## src/rtl/dcg_pkg.sv

```systemverilog
package dcg_pkg;
  typedef enum logic [2:0] {
    OP_NOP = 3'd0,
    OP_ACT = 3'd1,
    OP_RD  = 3'd2,
    OP_WR  = 3'd3,
    OP_REF = 3'd4,
    OP_MRS = 3'd5
  } dcg_op_e;

  localparam logic [31:0] CFG_RESET = 32'h0983_0090;

  // field positions inside the configuration word
  localparam int RFC_LO  = 16;
  localparam int RFC_W   = 8;
  localparam int FAW_LO  = 3;
  localparam int FAW_W   = 6;
  localparam int MOD_LO  = 9;
  localparam int MOD_W   = 2;
  localparam int RTW_BIT = 2;
  localparam int ODT_BIT = 11;
  localparam int MOD_MIN = 12;
endpackage

```

## src/rtl/dcg_cfg_reg.sv

```systemverilog
module dcg_cfg_reg
  import dcg_pkg::*;
#(
  parameter int W = 32
) (
  input  logic         clk,
  input  logic         rst_n,
  input  logic         we,
  input  logic [W-1:0] wdata,
  output logic [W-1:0] word
);
  logic [W-1:0] word_q, word_n;

  always_comb begin
    word_n = word_q;
    if (we) word_n = wdata;
  end

  always_ff @(posedge clk or negedge rst_n) begin
    if (!rst_n) word_q <= W'(CFG_RESET);
    else        word_q <= word_n;
  end

  assign word = word_q;
endmodule

```

## src/rtl/dcg_countdown.sv

```systemverilog
module dcg_countdown #(
  parameter int W = 8
) (
  input  logic         clk,
  input  logic         rst_n,
  input  logic         load,
  input  logic [W-1:0] load_val,
  output logic         busy
);
  logic [W-1:0] cnt_q, cnt_n;

  always_comb begin
    cnt_n = cnt_q;
    if (load)             cnt_n = load_val;
    else if (cnt_q != '0) cnt_n = cnt_q - 1'b1;
  end

  always_ff @(posedge clk or negedge rst_n) begin
    if (!rst_n) cnt_q <= '0;
    else        cnt_q <= cnt_n;
  end

  assign busy = (cnt_q != '0);
endmodule

```

## src/rtl/dcg_faw_window.sv

```systemverilog
module dcg_faw_window #(
  parameter int DEPTH = 4,
  parameter int W     = 6
) (
  input  logic         clk,
  input  logic         rst_n,
  input  logic         act_fire,
  input  logic [W-1:0] need,
  output logic         oldest_busy
);
  localparam int PW = (DEPTH > 1) ? $clog2(DEPTH) : 1;

  logic [PW-1:0]    wp_q, wp_n;
  logic [DEPTH-1:0] slot_busy;
  logic [W-1:0]     load_val;

  assign load_val = (need == '0) ? '0 : need - 1'b1;

  for (genvar i = 0; i < DEPTH; i++) begin : g_slot
    logic slot_load;
    assign slot_load = act_fire && (wp_q == PW'(i));
    dcg_countdown #(.W(W)) u_slot (
      .clk      (clk),
      .rst_n    (rst_n),
      .load     (slot_load),
      .load_val (load_val),
      .busy     (slot_busy[i])
    );
  end

  always_comb begin
    wp_n = wp_q;
    if (act_fire) wp_n = (wp_q == PW'(DEPTH - 1)) ? '0 : wp_q + 1'b1;
  end

  always_ff @(posedge clk or negedge rst_n) begin
    if (!rst_n) wp_q <= '0;
    else        wp_q <= wp_n;
  end

  // slot at the write pointer holds the oldest of the last DEPTH activates
  assign oldest_busy = slot_busy[wp_q];
endmodule

```

## src/rtl/dram_cmd_guard.sv

```systemverilog
module dram_cmd_guard
  import dcg_pkg::*;
#(
  parameter int RTW_BASE  = 4,
  parameter int FAW_DEPTH = 4
) (
  input  logic        clk,
  input  logic        rst_n,
  input  logic        cfg_we,
  input  logic [31:0] cfg_wdata,
  output logic [31:0] cfg_rdata,
  input  logic        cmd_valid,
  input  logic [2:0]  cmd_op,
  input  logic        bank8,
  input  logic        odt_en,
  output logic        cmd_ok
);
  localparam int RTW_W = $clog2(RTW_BASE + 3);
  localparam int MOD_CW = $clog2(MOD_MIN + 4);

  logic [31:0] cfg;
  logic [RFC_W-1:0] f_rfc;
  logic [FAW_W-1:0] f_faw;
  logic [MOD_W-1:0] f_mod;
  logic is_act, is_rd, is_wr, is_ref, is_mrs, is_nop;
  logic rfc_busy, mod_busy, rtw_busy, faw_busy;
  logic fire;
  logic [RFC_W-1:0]  rfc_load;
  logic [MOD_CW-1:0] mod_load;
  logic [RTW_W-1:0]  rtw_need, rtw_load;

  dcg_cfg_reg #(.W(32)) u_cfg (
    .clk   (clk),
    .rst_n (rst_n),
    .we    (cfg_we),
    .wdata (cfg_wdata),
    .word  (cfg)
  );

  assign cfg_rdata = cfg;
  assign f_rfc = cfg[RFC_LO +: RFC_W];
  assign f_faw = cfg[FAW_LO +: FAW_W];
  assign f_mod = cfg[MOD_LO +: MOD_W];

  always_comb begin
    is_act = (cmd_op == OP_ACT);
    is_rd  = (cmd_op == OP_RD);
    is_wr  = (cmd_op == OP_WR);
    is_ref = (cmd_op == OP_REF);
    is_mrs = (cmd_op == OP_MRS);
    is_nop = !(is_act || is_rd || is_wr || is_ref || is_mrs);
  end

  always_comb begin
    cmd_ok = 1'b1;
    if (rfc_busy && (is_act || is_ref))           cmd_ok = 1'b0;
    if (mod_busy && !is_nop && !is_mrs)           cmd_ok = 1'b0;
    if (rtw_busy && is_wr)                        cmd_ok = 1'b0;
    if (faw_busy && bank8 && is_act)              cmd_ok = 1'b0;
  end

  assign fire = cmd_valid && cmd_ok && !is_nop;

  // loads are need-1 so the rule opens exactly need cycles after issue
  assign rfc_load = (f_rfc == '0) ? '0 : f_rfc - 1'b1;
  assign mod_load = MOD_CW'(MOD_MIN - 1) + MOD_CW'(f_mod);
  assign rtw_need = RTW_W'(RTW_BASE) + RTW_W'(cfg[RTW_BIT])
                  + RTW_W'(cfg[ODT_BIT] & odt_en);
  assign rtw_load = (rtw_need == '0) ? '0 : rtw_need - 1'b1;

  dcg_countdown #(.W(RFC_W)) u_rfc (
    .clk      (clk),
    .rst_n    (rst_n),
    .load     (fire && is_ref),
    .load_val (rfc_load),
    .busy     (rfc_busy)
  );

  dcg_countdown #(.W(MOD_CW)) u_mod (
    .clk      (clk),
    .rst_n    (rst_n),
    .load     (fire && is_mrs),
    .load_val (mod_load),
    .busy     (mod_busy)
  );

  dcg_countdown #(.W(RTW_W)) u_rtw (
    .clk      (clk),
    .rst_n    (rst_n),
    .load     (fire && is_rd),
    .load_val (rtw_load),
    .busy     (rtw_busy)
  );

  dcg_faw_window #(.DEPTH(FAW_DEPTH), .W(FAW_W)) u_faw (
    .clk         (clk),
    .rst_n       (rst_n),
    .act_fire    (fire && is_act),
    .need        (f_faw),
    .oldest_busy (faw_busy)
  );
endmodule

```

## config.mk

```make
export PLATFORM = sky130hd
export DESIGN_NAME = dram_cmd_guard
export DESIGN_NICKNAME = d
export VERILOG_FILES = /design/src/rtl/dcg_pkg.sv /design/src/rtl/dcg_cfg_reg.sv /design/src/rtl/dcg_countdown.sv /design/src/rtl/dcg_faw_window.sv /design/src/rtl/dram_cmd_guard.sv
export SDC_FILE = /design/constraint.sdc
export NUM_CORES = 1
export LEC_CHECK = 0
export BUFFER_PORTS_ARGS = -buffer_cell sky130_fd_sc_hd__buf_2
export CAP_MARGIN = 20
export CORE_MARGIN = 2
export CORE_UTILIZATION = 35
export CTS_BUF_LIST = sky130_fd_sc_hd__clkbuf_2
export DETAILED_ROUTE_END_ITERATION = 10
export PLACE_DENSITY = 0.65
export SLEW_MARGIN = 20
export SYNTH_ARGS = -nofsm -noshare
export SYNTH_HDL_FRONTEND = slang
export SYNTH_HIERARCHICAL = 1
export SYNTH_SLANG_ARGS = --single-unit
```

## constraint.sdc

```tcl
create_clock -name clk -period 3.5 [get_ports clk]
set_input_delay 0.35 -clock clk [delete_from_list [all_inputs] [get_ports clk]]
set_output_delay 0.35 -clock clk [all_outputs]
set_load 0.03 [all_outputs]
```

==> key figures, run 1 <==
Die
  • Die H: 118 µm
  • Initial cell density of the core: 36.1%
  • DIE AREA: 0.0140 mm²
  • Cell row count: 41
  • # IOs: 74
  • Die W: 118 µm
  • Core area: 0.0127 mm²

Yosys
  • Top_reg_cell synth: dfrtp_1
  • Netlist cell types: 58
  • FF+latch count, synth: 73
  • Top cells by area, synth: dfrtp_1 36%, mux2_4 10%, ha_1 6.6%
  • Post-synth top area cell: dfrtp_1
  • EDFF count, synth: 0
  • Post-Syn Instances: 426
  • Most common cell in the netlist: dfrtp_1
  • Sequential element share of the synthesized area: 40.1%
  • Mean Syn Cell Area: 10.7 µm²
  • Yosys warns: 6
  • Async SR Flop Fraction: 100%
  • Synth Cell Area: 0.00457 mm²
  • Top post-synthesis cells by count: 66 x dfrtp_1, 39 x inv_1, 31 x mux2_4
  • Synth top area share: 36.1%
  • Synth Net Count: 491

Placed design
  • Placement Cell Area: 0.00510 mm²
  • IO buf count: 73
  • Dpl ws: 185 ps
  • Placer Congestion: 0.824
  • DPL Wire Length: 7180 µm

Power
  • Lkg Pwr: 2.46 nW
  • IR drop worst, VDD: 0.000218 V
  • Tot Pwr: 2.11 mW
  • Power Dens Cells: 383 mW/mm²

Critical path
  • CP Capture Type: register
  • Req. time, crit path: 3910 ps
  • Worst setup SP type: register
  • Worst path arrival time: 3670 ps
  • Reg2Reg Depth: 12
  • Crit Path Class: register to register
  • CP max FO: 8

STA
  • Minimum clock period: 3250 ps
  • Final Hold Vio Count: 0
  • Unrepaired setup endpoints after global routing: no
  • Final WS setup: 248 ps
  • Slew @ Worst Pin: 984 ps
  • Post-route setup TNS: 0 ps
  • Fmax: 307 MHz
  • Pins Over Slew Limit: 0
  • Setup-failing EPs final: 0
  • Clock Skew: 26.4 ps
  • Final period utilization: 92.9%
  • Slew HR: 34.4%

Global routing
  • Initial antenna violation count: 1
  • First-pass GRT wire length: 16800 µm
  • GRT Residual Overflow: 0
  • Vias in the first global route: 3558
  • Total GRT Usage: 14.7%
  • Largest net degree at the start of global routing: 40

Routing
  • DRC viols: 0
  • DR iter-0 viols: 177
  • Post-DR vias/cell: 5.03
  • Drt pass-1 iters: 5
  • WL final: 10000 µm
  • DR vias: 3543
  • Routed length per instance: 14.2 µm
  • Antenna viol nets, final: 0

CTS
  • Latest clock arrival within the worst-skew pair: 520 ps
  • Postcts setup bufs: 0
  • CTS HTree Levels: 3
  • Root buf cell: clkbuf_2
  • Max Buffers Root-to-Sink: 2
  • Clock Sink Count: 73
  • CTS tree: yes
  • CTS Buf Count: 9
  • Worst-path clk slew: 210 ps

Hold path
  • Worst hold path class: input pin to register
  • WHS Path Cells: 2

Layout
  • Layout cells sized above 1: 32.3%
  • Layout net count: 592
  • Util after Layout: 43.5%
  • Finished Cell Area: 0.00551 mm²
  • Layout area overhead: 20.5%
  • Fillcell total: 1180

Status
  • Outcome: finished clean

Job
  • Maxcap violations: 0
-- where the power goes --
group / leakage [nW] / internal (mW) / total [mW] / switching [mW]
sequential: 0.866 / 0.931 / 1.01 / 0.0751
combinational: 1.51 / 0.261 / 0.557 / 0.296
clock: 0.0799 / 0.236 / 0.546 / 0.309
-- per-layer routing --
layer | vias to the layer above | wire length [µm] | global-route usage (%)
li1 | 1732 | - | -
met1 | 1692 | 4730 | 19.4
met2 | 106 | 4720 | 24.0
met3 | 13 | 393 | 1.98
met4 | 0 | 197 | 6.17
met5 | - | 0 | 0
-- critical path, stage by stage, from the launching register on --
cell and delay (ps):
dfrtp_1 470, inv_1 130, ha_1 200, nand2b_1 110, nor2_1 230, inv_1 60
mux4_2 470, a2111oi_0 360, and4b_1 360, and2_1 320, buf_4 200, a31oi_1 50
a22o_1 210
-- cell families (layout without fill, tap and decap cells) --
kind of cell,Yosys count,after routing,synth area share (%)
flip-flops,73,73,40.1
AO/OA/AOI/OAI,87,87,13.4
XOR/XNOR,13,13,2.49
buffers and inverters,53,159,5.61
AND/OR/NAND/NOR,138,138,19.8
adder cells (fa/ha/maj),24,24,6.57
other,1,2,0.0820
multiplexers,37,37,11.9
-- worst paths after layout --
kind	startpoint	to	slack, ps
max	u_faw/g_slot[1].u_slot/cnt_q[0]	u_faw/g_slot[2].u_slot/cnt_q[1]	250
min	cfg_wdata[28]	u_cfg/word[28]	50
max reg2reg	u_faw/g_slot[1].u_slot/cnt_q[0]	u_faw/g_slot[2].u_slot/cnt_q[1]	250
min reg2reg	u_cfg/word[13]	u_cfg/word[13]	540
max in group asynchronous	rst_n	u_cfg/word[16]	2310
min in group asynchronous	rst_n	u_cfg/word[5]	470
-- layout by cell type, fill, tap and decap left out, drive strengths merged, types with 4 or more instances in the layout --
| master | n |
|---|---|
| nor2 | 18 |
| or3b | 8 |
| a22o | 5 |
| inv | 40 |
| a221o | 5 |
| and4b | 5 |
| nand2 | 22 |
| or3 | 6 |
| dlygate4sd3 | 26 |
| o31ai | 26 |
| a21oi | 19 |
| nand2b | 8 |
| nor2b | 19 |
| and2 | 4 |
| dfrtp | 66 |
| xnor2 | 13 |
| nor3 | 23 |
| clkbuf | 9 |
| o21ai | 15 |
| ha | 24 |
| nor3b | 5 |
| a31oi | 6 |
| mux2 | 35 |
| nor4 | 11 |
| dfstp | 7 |
| buf | 78 |
-- metrics by stage --
stage | hold WS (ps) | cells
detailed placement | 487 | 662
finish | 52.8 | 705
CTS | 0.461 | 701
global route | 2.35 | 705
floorplan | 54.4 | 426
global placement | 488 | 662
-- repair_timing --
action	CTS	global route
gates resized for setup	0	5
hold endpoints to repair	55	3
hold buffers	23	3
endpoints found under the setup margin	0	5
-- state kept, by name, indices dropped and copies added (netlist names) --
signal                     count
u_cfg/word                    32
u_faw/g_slot.u_slot/cnt_q     24
u_faw/wp_q                     2
u_mod/cnt_q                    4
u_rfc/cnt_q                    8
u_rtw/cnt_q                    3
-- layout make-up --
class                      instances  area [µm²]  area share [%]
multi-input combinational        300        2490            45.2
antenna                            1        2.50          0.0454
clock buffer                       9        45.0           0.818
timing repair buffer             104         678            12.3
inverter                          39         146            2.66
sequential                        73        1840            33.3
tap                              172         215            3.91
clock inverter                     7        93.8            1.70
(Power assumes the default switching activity.)
==> run 2, diff against run 1 <==
--- a/config.mk
+++ b/config.mk
@@ -9,8 +9,8 @@
 export CAP_MARGIN = 20
 export CORE_MARGIN = 2
-export CORE_UTILIZATION = 35
+export CORE_UTILIZATION = 45
 export CTS_BUF_LIST = sky130_fd_sc_hd__clkbuf_2
 export DETAILED_ROUTE_END_ITERATION = 10
-export PLACE_DENSITY = 0.65
+export PLACE_DENSITY = 0.72
 export SLEW_MARGIN = 20
 export SYNTH_ARGS = -nofsm -noshare
==> constraint.sdc (replaced) <==
create_clock -name clk -period 3.5 [get_ports clk]
set_input_delay 0.35 -clock clk [delete_from_list [all_inputs] [get_ports clk]]
set_output_delay 0.35 -clock clk [all_outputs]
set_load 0.01 [all_outputs]
==> key figures, run 2 (synthesized netlist as in run 1, its figures left out) <==
Status
  • Outcome: finished clean

Routing
  • DRC viols: 0 (unchanged)
  • Routed length per instance: 15.2 µm (+6.9%)
  • WL final: 9960 µm (-0.81%)
  • Antenna viol nets, final: 0 (unchanged)
  • DR vias: 3586 (+1.2%)
  • Drt pass-1 iters: 5 (unchanged)
  • DR iter-0 viols: 159 (-10%)
  • Post-DR vias/cell: 5.48 (+9.1%)

Global routing
  • Largest net degree at the start of global routing: 33 (-18%)
  • GRT Residual Overflow: 0 (unchanged)
  • Vias in the first global route: 3493 (-1.8%)
  • First-pass GRT wire length: 16300 µm (-3.1%)
  • Total GRT Usage: 18.4% (+3.7 points)
  • Initial antenna violation count: 0 (-1)

STA
  • Unrepaired setup endpoints after global routing: no
  • Slew @ Worst Pin: 970 ps (-14.7 ps)
  • Post-route setup TNS: 0 ps (unchanged)
  • Slew HR: 35.3% (+0.98 points)
  • Final period utilization: 94.4% (+1.5 points)
  • Final Hold Vio Count: 0 (unchanged)
  • Pins Over Slew Limit: 0 (unchanged)
  • Minimum clock period: 3300 ps (+51.0 ps)
  • Setup-failing EPs final: 0 (unchanged)
  • Clock Skew: 26.9 ps (+0.497 ps)
  • Fmax: 303 MHz (-1.5%)
  • Fin Hold WS: 55.8 ps (+3.06 ps)

Die
  • Die H: 105 µm (-11%)
  • DIE AREA: 0.0110 mm² (-22%)
  • # IOs: 74 (unchanged)
  • Initial cell density of the core: 46.6% (+10 points)
  • Core area: 0.00982 mm² (-23%)
  • Die W: 105 µm (-11%)
  • Cell row count: 36 (-12%)

CTS
  • CTS Buf Count: 9 (unchanged)
  • Clock Sink Count: 73 (unchanged)
  • Worst-path clk slew: 210 ps (about the same)
  • CTS tree: yes
  • Root buf cell: clkbuf_2
  • CTS HTree Levels: 3 (unchanged)
  • Latest clock arrival within the worst-skew pair: 510 ps (about the same)
  • Max Buffers Root-to-Sink: 2 (unchanged)

Critical path
  • Worst path arrival time: 3740 ps (+70 ps)
  • Worst R2R Start: u_faw/g_slot[0].u_slot/cnt_q[0]
  • Slowest CP cell: dfrtp_1
  • CP max FO: 9 (+1)
  • Most used cell, CP: inv_1
  • Crit-path cells: inv_1 > ha_1 > nand2b_1 > nor2_2 > inv_1 > mux4_2 > a2111oi_0 > and4b_1 > and2_1 > buf_4 > a31oi_1 > a22o_1
  • Req. time, crit path: 3930 ps (+20 ps)
  • Max incr delay on CP: 480 ps (about the same)
  • Reg2Reg Depth: 12 (unchanged)
  • Reg-to-reg critical path endpoint: u_faw/g_slot[1].u_slot/cnt_q[1]
  • Crit Path Class: register to register
  • Flop-to-flop setup slack: 200 ps (-50 ps)
  • CP Capture Type: register
  • Worst setup SP type: register

Placed design
  • IO buf count: 73 (unchanged)
  • Placer Congestion: 0.856 (+3.8%)
  • Placement Cell Area: 0.00504 mm² (-1.1%)
  • DPL Wire Length: 7420 µm (+3.3%)

Power
  • IR drop worst, VDD: 0.000234 V (+7.4%)
  • Lkg Pwr: 2.39 nW (-2.8%)
  • Tot Pwr: 1.97 mW (-6.8%)
  • Power Dens Cells: 371 mW/mm² (-3.2%)

Hold path
  • Endpoint, Worst Hold: u_cfg/word[14]
  • WHS Path Cells: 2 (unchanged)
  • Worst hold path class: input pin to register
  • Hold Startpoint: cfg_wdata[14]

Layout
  • Util after Layout: 54.0% (+11 points)
  • Most common cell after layout, fill and taps aside: buf_2
  • Commonest cells after routing, fill and taps aside: 73 x buf_2, 66 x dfrtp_1, 39 x inv_1
  • Diode count: 0 (-1)
  • Max FFs per register: 32 (unchanged)
  • Finished Cell Area: 0.00530 mm² (-3.7%)
  • Layout area overhead: 16.0%
  • Layout cells sized above 1: 33.0% (+0.68 points)
  • Layout net count: 581 (-1.9%)

Job
  • Maxcap violations: 0 (unchanged)
## run 2: changes by cell type in the layout (fill, tap and decap cells not counted)
cell	change
dlygate4sd3_1	-12
clkinvlp_4	+2
buf_12	-1
buf_2	+1
buf_4	+1
bufinv_16	-1
clkinv_4	-1
diode_2	-1
nor2_1	+1
nor2_2	-1
## run 2: cell type report
type	instances	area (µm²)
repair buffers	93	551
clock buffers	9	45.0
well taps	133	166
multi-input cells	300	2490
clock inverters	7	70.1
inverters	39	146
flip-flops and latches	73	1840
fillers	903	4520
## run 2: worst max-delay path by stage
| stage | startpoint | end | slack [ps] |
|---|---|---|---|
| 5_1_grt | u_faw/g_slot[1].u_slot/cnt_q[0] | u_faw/g_slot[2].u_slot/cnt_q[1] | 2 |
| 6_report | u_faw/g_slot[0].u_slot/cnt_q[0] | u_faw/g_slot[1].u_slot/cnt_q[1] | 200 |
| 3_5_place_dp | u_faw/g_slot[0].u_slot/cnt_q[0] | u_faw/g_slot[3].u_slot/cnt_q[4] | 150 |
| 2_1_floorplan | u_faw/g_slot[3].u_slot/cnt_q[3] | u_faw/g_slot[2].u_slot/cnt_q[1] | 520 |
| 4_1_cts | u_faw/g_slot[0].u_slot/cnt_q[0] | cmd_ok | 70 |
| 3_3_place_gp | u_faw/g_slot[2].u_slot/cnt_q[3] | u_faw/g_slot[3].u_slot/cnt_q[4] | 340 |
## run 2: layer usage
metal	share of wire (%)	track usage, %	up-vias
li1	-	-	1709
met1	45	24.6	1764
met2	49	29.7	98
met3	4.2	2.43	15
met4	2.0	8.29	0
met5	0	0	-
## run 2: metrics by stage
step           setup slack [ps]  std cells
4_1_cts                    72.2        647
2_1_floorplan               525        426
3_3_place_gp                339        624
3_5_place_dp                150        624
5_1_grt                    2.32        654
6_report                    197        654
## run 2: worst max-delay path, delay by kind of cell, from the launching register on
kind,cells,cell delay (ps)
buffers and inverters,3,390
AND/OR/NAND/NOR,4,1060
multiplexers,1,470
AO/OA/AOI/OAI,3,630
adder cells (fa/ha/maj),1,200
flip-flops,1,480
## run 2: report_power, final
part	internal, mW	total (mW)	switching, mW
clock network	0.163	0.474	0.311
logic	0.249	0.481	0.232
registers	0.931	1.01	0.0798
## run 2: what timing repair did
item | in CTS | in global routing
setup endpoints to repair | 0 | 5
hold endpoints to repair | 29 | 7
resized for setup | 0 | 3
hold buffers | 7 | 7
setup buffers | 0 | 0
